`src/rtl/seg_acc_pkg.sv`:
```
package seg_acc_pkg;
    parameter int unsigned SEG_W     = 16;
    parameter int unsigned OFF_W     = 16;
    parameter int unsigned SEG_SHIFT = 4;
    parameter int unsigned BYTE_W    = 8;
    localparam int unsigned PA_W     = SEG_W + SEG_SHIFT;
    localparam int unsigned WORD_W   = 2 * BYTE_W;

    typedef enum logic [1:0] {
        PH_IDLE = 2'd0,
        PH_LO   = 2'd1,
        PH_HI   = 2'd2,
        PH_DONE = 2'd3
    } phase_e;

    typedef struct packed {
        phase_e             ph;
        logic [SEG_W-1:0]   seg;
        logic [OFF_W-1:0]   off;
        logic               we;
        logic               word;
        logic [WORD_W-1:0]  wdata;
        logic [WORD_W-1:0]  rdata;
    } acc_state_t;
endpackage

```
`src/rtl/seg_xlate.sv`:
```
module seg_xlate #(
    parameter int unsigned SEG_W     = 16,
    parameter int unsigned OFF_W     = 16,
    parameter int unsigned SEG_SHIFT = 4,
    localparam int unsigned PA_W     = SEG_W + SEG_SHIFT
) (
    input  logic [SEG_W-1:0] seg,
    input  logic [OFF_W-1:0] off,
    output logic [PA_W-1:0]  pa
);
    logic [PA_W-1:0] base_w;
    logic [PA_W-1:0] off_w;

    // Segment base is the segment moved up by SEG_SHIFT bits; the sum wraps.
    assign base_w = {seg, {SEG_SHIFT{1'b0}}};
    assign off_w  = PA_W'(off);
    assign pa     = base_w + off_w;
endmodule

```
`src/rtl/seg_lane_mux.sv`:
```
module seg_lane_mux #(
    parameter int unsigned BYTE_W = 8,
    localparam int unsigned WORD_W = 2 * BYTE_W
) (
    input  logic              hi_lane,
    input  logic [WORD_W-1:0] wword,
    output logic [BYTE_W-1:0] wbyte,
    input  logic [WORD_W-1:0] rword_in,
    input  logic [BYTE_W-1:0] rbyte,
    output logic [WORD_W-1:0] rword_out
);
    // Write side: pick the byte lane for the current transfer.
    assign wbyte = hi_lane ? wword[WORD_W-1:BYTE_W] : wword[BYTE_W-1:0];

    // Read side: drop the returned byte into its lane, keep the other lane.
    always_comb begin
        rword_out = rword_in;
        if (hi_lane) rword_out[WORD_W-1:BYTE_W] = rbyte;
        else         rword_out[BYTE_W-1:0]      = rbyte;
    end
endmodule

```
`src/rtl/seg_access_unit.sv`:
```
module seg_access_unit
    import seg_acc_pkg::*;
(
    input  logic              clk,
    input  logic              rst_n,
    input  logic              req_valid,
    input  logic [SEG_W-1:0]  req_seg,
    input  logic [OFF_W-1:0]  req_off,
    input  logic              req_write,
    input  logic              req_word,
    input  logic [WORD_W-1:0] req_wdata,
    output logic              busy,
    output logic              done,
    output logic [WORD_W-1:0] rdata,
    output logic              mem_req,
    output logic              mem_we,
    output logic [PA_W-1:0]   mem_addr,
    output logic [BYTE_W-1:0] mem_wdata,
    input  logic [BYTE_W-1:0] mem_rdata,
    input  logic              mem_ready
);
    acc_state_t        st_d, st_q;
    logic              hi_lane;
    logic [OFF_W-1:0]  cur_off;
    logic [WORD_W-1:0] merged;

    assign hi_lane = (st_q.ph == PH_HI);
    // Second byte of a word: offset + 1 wrapping inside the segment.
    assign cur_off = hi_lane ? (st_q.off + OFF_W'(1)) : st_q.off;

    seg_xlate #(
        .SEG_W     (SEG_W),
        .OFF_W     (OFF_W),
        .SEG_SHIFT (SEG_SHIFT)
    ) u_xlate (
        .seg (st_q.seg),
        .off (cur_off),
        .pa  (mem_addr)
    );

    seg_lane_mux #(
        .BYTE_W (BYTE_W)
    ) u_lane (
        .hi_lane   (hi_lane),
        .wword     (st_q.wdata),
        .wbyte     (mem_wdata),
        .rword_in  (st_q.rdata),
        .rbyte     (mem_rdata),
        .rword_out (merged)
    );

    always_comb begin
        st_d = st_q;
        unique case (st_q.ph)
            PH_IDLE: begin
                if (req_valid) begin
                    st_d.ph    = PH_LO;
                    st_d.seg   = req_seg;
                    st_d.off   = req_off;
                    st_d.we    = req_write;
                    st_d.word  = req_word;
                    st_d.wdata = req_wdata;
                    st_d.rdata = '0;
                end
            end
            PH_LO: begin
                if (mem_ready) begin
                    if (!st_q.we) st_d.rdata = merged;
                    st_d.ph = st_q.word ? PH_HI : PH_DONE;
                end
            end
            PH_HI: begin
                if (mem_ready) begin
                    if (!st_q.we) st_d.rdata = merged;
                    st_d.ph = PH_DONE;
                end
            end
            PH_DONE: st_d.ph = PH_IDLE;
            default: st_d.ph = PH_IDLE;
        endcase
    end

    always_ff @(posedge clk or negedge rst_n) begin
        if (!rst_n) st_q <= '0;
        else        st_q <= st_d;
    end

    assign busy    = (st_q.ph != PH_IDLE);
    assign done    = (st_q.ph == PH_DONE);
    assign mem_req = (st_q.ph == PH_LO) || (st_q.ph == PH_HI);
    assign mem_we  = st_q.we;
    assign rdata   = st_q.rdata;


    done_single_chk: assert property (@(posedge clk) disable iff (!rst_n)
        done |=> !done);


    done_after_ack_chk: assert property (@(posedge clk) disable iff (!rst_n)
        $rose(done) |-> $past(mem_req && mem_ready));


    req_within_busy_chk: assert property (@(posedge clk) disable iff (!rst_n)
        mem_req |-> busy);


    stall_hold_chk: assert property (@(posedge clk) disable iff (!rst_n)
        (mem_req && !mem_ready) |=> (mem_req && $stable(mem_addr) && $stable(mem_wdata)));


    byte_zext_chk: assert property (@(posedge clk) disable iff (!rst_n)
        (done && !st_q.word && !st_q.we) |-> (rdata[WORD_W-1:BYTE_W] == '0));
endmodule

```
`config.mk`:
```
export PLATFORM = sky130hd
export DESIGN_NAME = seg_access_unit
export DESIGN_NICKNAME = d
export VERILOG_FILES = /design/src/rtl/seg_acc_pkg.sv /design/src/rtl/seg_xlate.sv /design/src/rtl/seg_lane_mux.sv /design/src/rtl/seg_access_unit.sv
export SDC_FILE = /design/constraint.sdc
export NUM_CORES = 1
export LEC_CHECK = 0
export BUFFER_PORTS_ARGS = -buffer_cell sky130_fd_sc_hd__buf_2
export CAP_MARGIN = 25
export CORE_ASPECT_RATIO = 1.1
export CORE_MARGIN = 8
export CORE_UTILIZATION = 50
export DETAILED_ROUTE_END_ITERATION = 8
export GPL_TIMING_DRIVEN = 1
export PLACE_DENSITY = 0.8
export SLEW_MARGIN = 20
export SYNTH_ARGS = -nofsm -noshare
export SYNTH_HDL_FRONTEND = slang
export SYNTH_SLANG_ARGS = --single-unit
```
`constraint.sdc`:
```
create_clock -name clk -period 4.4 [get_ports clk]
set_input_delay 0.44 -clock clk [delete_from_list [all_inputs] [get_ports clk]]
set_output_delay 0.44 -clock clk [all_outputs]
set_load 0.02 [all_outputs]
```
==> metrics.txt <==
# TYPE chip_impl_metric gauge
chip_impl_metric{name="yosysWarningCount",unit=""} 0
chip_impl_metric{name="grt.met3_usage",unit=""} 0.0562
chip_impl_metric{name="synth_enable_flop_cells",unit=""} 0
chip_impl_metric{name="core.rowCount",unit=""} 34
chip_impl_metric{name="worst-path-stages",unit=""} 13
chip_impl_metric{name="area_growth_syn_to_layout",unit="%"} 18.6
chip_impl_info{name="timing.critical_path.max_delay_family",value="simple AND/OR/NAND/NOR gates"} 1
chip_impl_metric{name="synth_unique_cells",unit=""} 51
chip_impl_metric{name="die_height",unit="um"} 109
chip_impl_metric{name="drt_pass1_iterations",unit=""} 4
chip_impl_info{name="end_kind",value="primary output"} 1
chip_impl_metric{name="cts_buffers",unit=""} 9
chip_impl_metric{name="ys_async_sr_fraction",unit=""} 1.00
chip_impl_metric{name="postSynthCellCount",unit=""} 371
chip_impl_metric{name="post_dp_cell_area",unit="um^2"} 4480
chip_impl_metric{name="final.period_utilization",unit=""} 0.930
chip_impl_metric{name="totalNegativeSetupSlack",unit="ns"} 0
chip_impl_metric{name="synth_top_cell_area_share",unit=""} 0.431
chip_impl_metric{name="cts_num_sinks",unit=""} 68
chip_impl_metric{name="post_route_cell_area",unit="um^2"} 4680
chip_impl_metric{name="max_clock_freq",unit="MHz"} 245
chip_impl_metric{name="crit_buf_inv",unit=""} 2
chip_impl_metric{name="via_count_of_the_first_global_routing_pass",unit=""} 3261
chip_impl_metric{name="drive_above_1_share",unit=""} 0.426
chip_impl_metric{name="grt_start_max_net_pins",unit=""} 51
chip_impl_metric{name="fin_nets",unit=""} 546
chip_impl_metric{name="timing.critical_path.required",unit="ns"} 3.96
chip_impl_metric{name="fin_skew",unit="ns"} 0.00600
chip_impl_metric{name="antenna_found_initial",unit=""} 1
chip_impl_metric{name="cp_max_fo",unit=""} 7
chip_impl_metric{name="via_count",unit=""} 3083
chip_impl_metric{name="initial_util",unit=""} 0.507
chip_impl_metric{name="rr_worst_depth",unit=""} 6
chip_impl_metric{name="drc_errors",unit=""} 0
chip_impl_info{name="synth_flop_cell",value="sky130_fd_sc_hd__dfrtp_1"} 1
chip_impl_metric{name="grt_util_met1",unit=""} 0.188
chip_impl_metric{name="place_inst",unit=""} 561
chip_impl_metric{name="clock_insertion_delay_worst_skew",unit="ns"} 0.34
chip_impl_metric{name="synthesis.area",unit="um^2"} 3950
chip_impl_metric{name="worstMarginPinSlew",unit="ns"} 0.790
chip_impl_metric{name="antennaDiodeCount",unit=""} 0
chip_impl_metric{name="route.detailed.wl_per_inst",unit="um"} 15.9
chip_impl_metric{name="place.gp.congestion",unit=""} 0.835
chip_impl_metric{name="clkTransAtPathRegs",unit="ns"} 0.07
chip_impl_info{name="critPathLaunchType",value="register"} 1
chip_impl_metric{name="avgViaCountPerCell",unit=""} 5.34
chip_impl_info{name="cp_cell_sequence",value="inv_1, ha_1, nand4_1, nor3_1, nand3_1, xnor2_1, ha_1, and3_2, a211oi_4, or3_1, o211ai_1, a311o_2, buf_2"} 1
chip_impl_metric{name="drtIter0Drc",unit=""} 80
chip_impl_info{name="synth_commonest_cells",value="sky130_fd_sc_hd__dfrtp_1 (68), sky130_fd_sc_hd__mux2_2 (60), sky130_fd_sc_hd__nand2_1 (33)"} 1
chip_impl_metric{name="numPortBuffers",unit=""} 109
chip_impl_info{name="synth.largest_area_cell",value="sky130_fd_sc_hd__dfrtp_1"} 1
chip_impl_metric{name="slew_viol_final",unit=""} 0
chip_impl_metric{name="boundaryPins",unit=""} 110
chip_impl_metric{name="period_minus_slack",unit="ns"} 4.09
chip_impl_metric{name="crit_path_max_incr_delay",unit="ns"} 0.42
chip_impl_metric{name="cap_violations",unit=""} 0
chip_impl_info{name="cts_tree",value="yes"} 1
chip_impl_metric{name="cts_buffer_depth",unit=""} 2
chip_impl_metric{name="worstPathArrival",unit="ns"} 3.65
chip_impl_metric{name="postSynthNetCount",unit=""} 453
chip_impl_info{name="setup_repair_after_global_routing_missed_its_margin",value="no"} 1
chip_impl_metric{name="max_slew_margin",unit=""} 0.473
chip_impl_metric{name="die_outline_area",unit="um^2"} 11000
chip_impl_info{name="cpMaxStageDelayCell",value="sky130_fd_sc_hd__dfrtp_1"} 1
chip_impl_metric{name="grt_remaining_overflow",unit=""} 0
chip_impl_info{name="timing_worst_setup_path_type",value="reg -> out"} 1
chip_impl_info{name="cts-root-buf",value="sky130_fd_sc_hd__clkbuf_8"} 1
chip_impl_metric{name="global_route_met2_utilization",unit=""} 0.301
chip_impl_metric{name="synth.yosys.seq_area_share",unit=""} 0.431
chip_impl_info{name="post-synth-top-count-cell",value="sky130_fd_sc_hd__dfrtp_1"} 1
chip_impl_info{name="yosys-top-cells-area",value="sky130_fd_sc_hd__dfrtp_1 (43%), sky130_fd_sc_hd__mux2_2 (17%), sky130_fd_sc_hd__ha_1 (6.0%), sky130_fd_sc_hd__xnor2_1 (3.8%), sky130_fd_sc_hd__nand2_1 (3.1%)"} 1
chip_impl_metric{name="timing.final.setup_violations",unit=""} 0
chip_impl_metric{name="routed_wirelength",unit="um"} 9150
chip_impl_metric{name="route.antenna.remaining_nets",unit=""} 0
chip_impl_metric{name="number_of_register_bits_inferred_by_synthesis",unit=""} 68
chip_impl_metric{name="clock_tree.htree_level_count",unit=""} 3
chip_impl_metric{name="grt_first_pass_wirelength",unit="um"} 15100
chip_impl_info{name="hold_path_class",value="in -> async"} 1
chip_impl_info{name="status",value="completed"} 1
chip_impl_metric{name="fin_cells",unit=""} 577
chip_impl_metric{name="fp.dieW",unit="um"} 101
chip_impl_info{name="top_usage_layer",value="met2"} 1
chip_impl_metric{name="final_hold_viol_count",unit=""} 0
chip_impl_metric{name="detailed_place_hpwl",unit="um"} 7030
chip_impl_metric{name="globalRouteTotalUtil",unit=""} 0.173
chip_impl_metric{name="synth.avg_cell_area",unit="um^2"} 10.6
chip_impl_metric{name="fp.coreArea",unit="um^2"} 7780
chip_impl_metric{name="post-cts-setup-buffer-count",unit=""} 0
chip_impl_info{name="most_common_cell_type_on_the_critical_path",value="sky130_fd_sc_hd__ha_1"} 1
-- registers in the layout (all words and copies together), names as in the netlist --
signal	flops
mem_we	1
rdata	16
st_q	51
-- worst reg2reg max path, stage by stage (launching register included) --
cell	delay, ns
sky130_fd_sc_hd__dfrtp_1	0.40
sky130_fd_sc_hd__inv_1	0.12
sky130_fd_sc_hd__ha_1	0.70
sky130_fd_sc_hd__o21ai_0	0.27
sky130_fd_sc_hd__a211oi_2	0.73
sky130_fd_sc_hd__nand3_1	0.16
sky130_fd_sc_hd__o21ai_0	0.12
-- layer usage --
metal / vias up / wire (um)
li1: 1483 / -
met4: 2 / 199
met5: - / 11
met3: 17 / 674
met1: 1486 / 3630
met2: 95 / 4630
-- metrics by stage --
step / worst slack (ns) / hold slack [ns] / util
final: 0.310 / 0.146 / 0.602
after global routing: 0.0824 / 0.193 / 0.602
after CTS: 0.251 / 0.160 / 0.601
after detailed placement: 0.634 / 0.469 / 0.575
after global placement: 0.808 / 0.459 / 0.574
after floorplan: 0.809 / 0.144 / -
-- worst paths after layout --
check                                       from               endpoint  slack [ns]
hold / removal                             rst_n   st_q[53]$_DFFE_PN0P_        0.15
hold reg to reg            rdata[13]$_DFFE_PN0P_  rdata[13]$_DFFE_PN0P_        0.48
max in group asynchronous                  rst_n   st_q[20]$_DFFE_PN0P_        3.31
min in group clk                      req_off[7]   st_q[41]$_DFFE_PN0P_        0.32
setup / recovery            st_q[66]$_DFFE_PN0P_           mem_addr[19]        0.31
setup reg to reg            st_q[66]$_DFFE_PN0P_   rdata[1]$_DFFE_PN0P_        1.83
-- what timing repair did --
action	CTS	global route
hold endpoints to repair	0	0
setup endpoints to repair	0	2
hold buffers	0	0
gates resized for setup	0	1
-- cells by family after synthesis --
logic type / Yosys count / synth area share
flops: 68 / 0.431
xor+xnor: 23 / 0.0510
simple gates: 86 / 0.107
mux: 60 / 0.171
buf+inv: 48 / 0.0621
compound gates: 66 / 0.112
fa+ha+maj: 20 / 0.0653
-- layout make-up --
| class | instances | area (um^2) |
|---|---|---|
| flip-flops and latches | 68 | 1700 |
| clock inverters | 4 | 47.5 |
| fillers | 679 | 3100 |
| well taps | 108 | 135 |
| inverters | 19 | 71.3 |
| clock buffers | 12 | 155 |
| repair buffers | 111 | 561 |
| multi-input cells | 255 | 2010 |
-- placed cells by master (no fill, tap or decap), types with 3 or more instances in the layout --
cell                         n
sky130_fd_sc_hd__a21o_1      3
sky130_fd_sc_hd__a21oi_1    14
sky130_fd_sc_hd__buf_2     109
sky130_fd_sc_hd__clkbuf_8   11
sky130_fd_sc_hd__dfrtp_1    68
sky130_fd_sc_hd__ha_1       19
sky130_fd_sc_hd__inv_1      19
sky130_fd_sc_hd__mux2_2     60
sky130_fd_sc_hd__nand2_1    32
sky130_fd_sc_hd__nand3_1    17
sky130_fd_sc_hd__nand4_1     5
sky130_fd_sc_hd__nor2_1     10
sky130_fd_sc_hd__nor3_1      3
sky130_fd_sc_hd__o21ai_0    24
sky130_fd_sc_hd__xnor2_1    17
sky130_fd_sc_hd__xor2_1      6
Power is not shown: default switching activity piles up to over one toggle a cycle in this logic, so the estimate is an artifact.
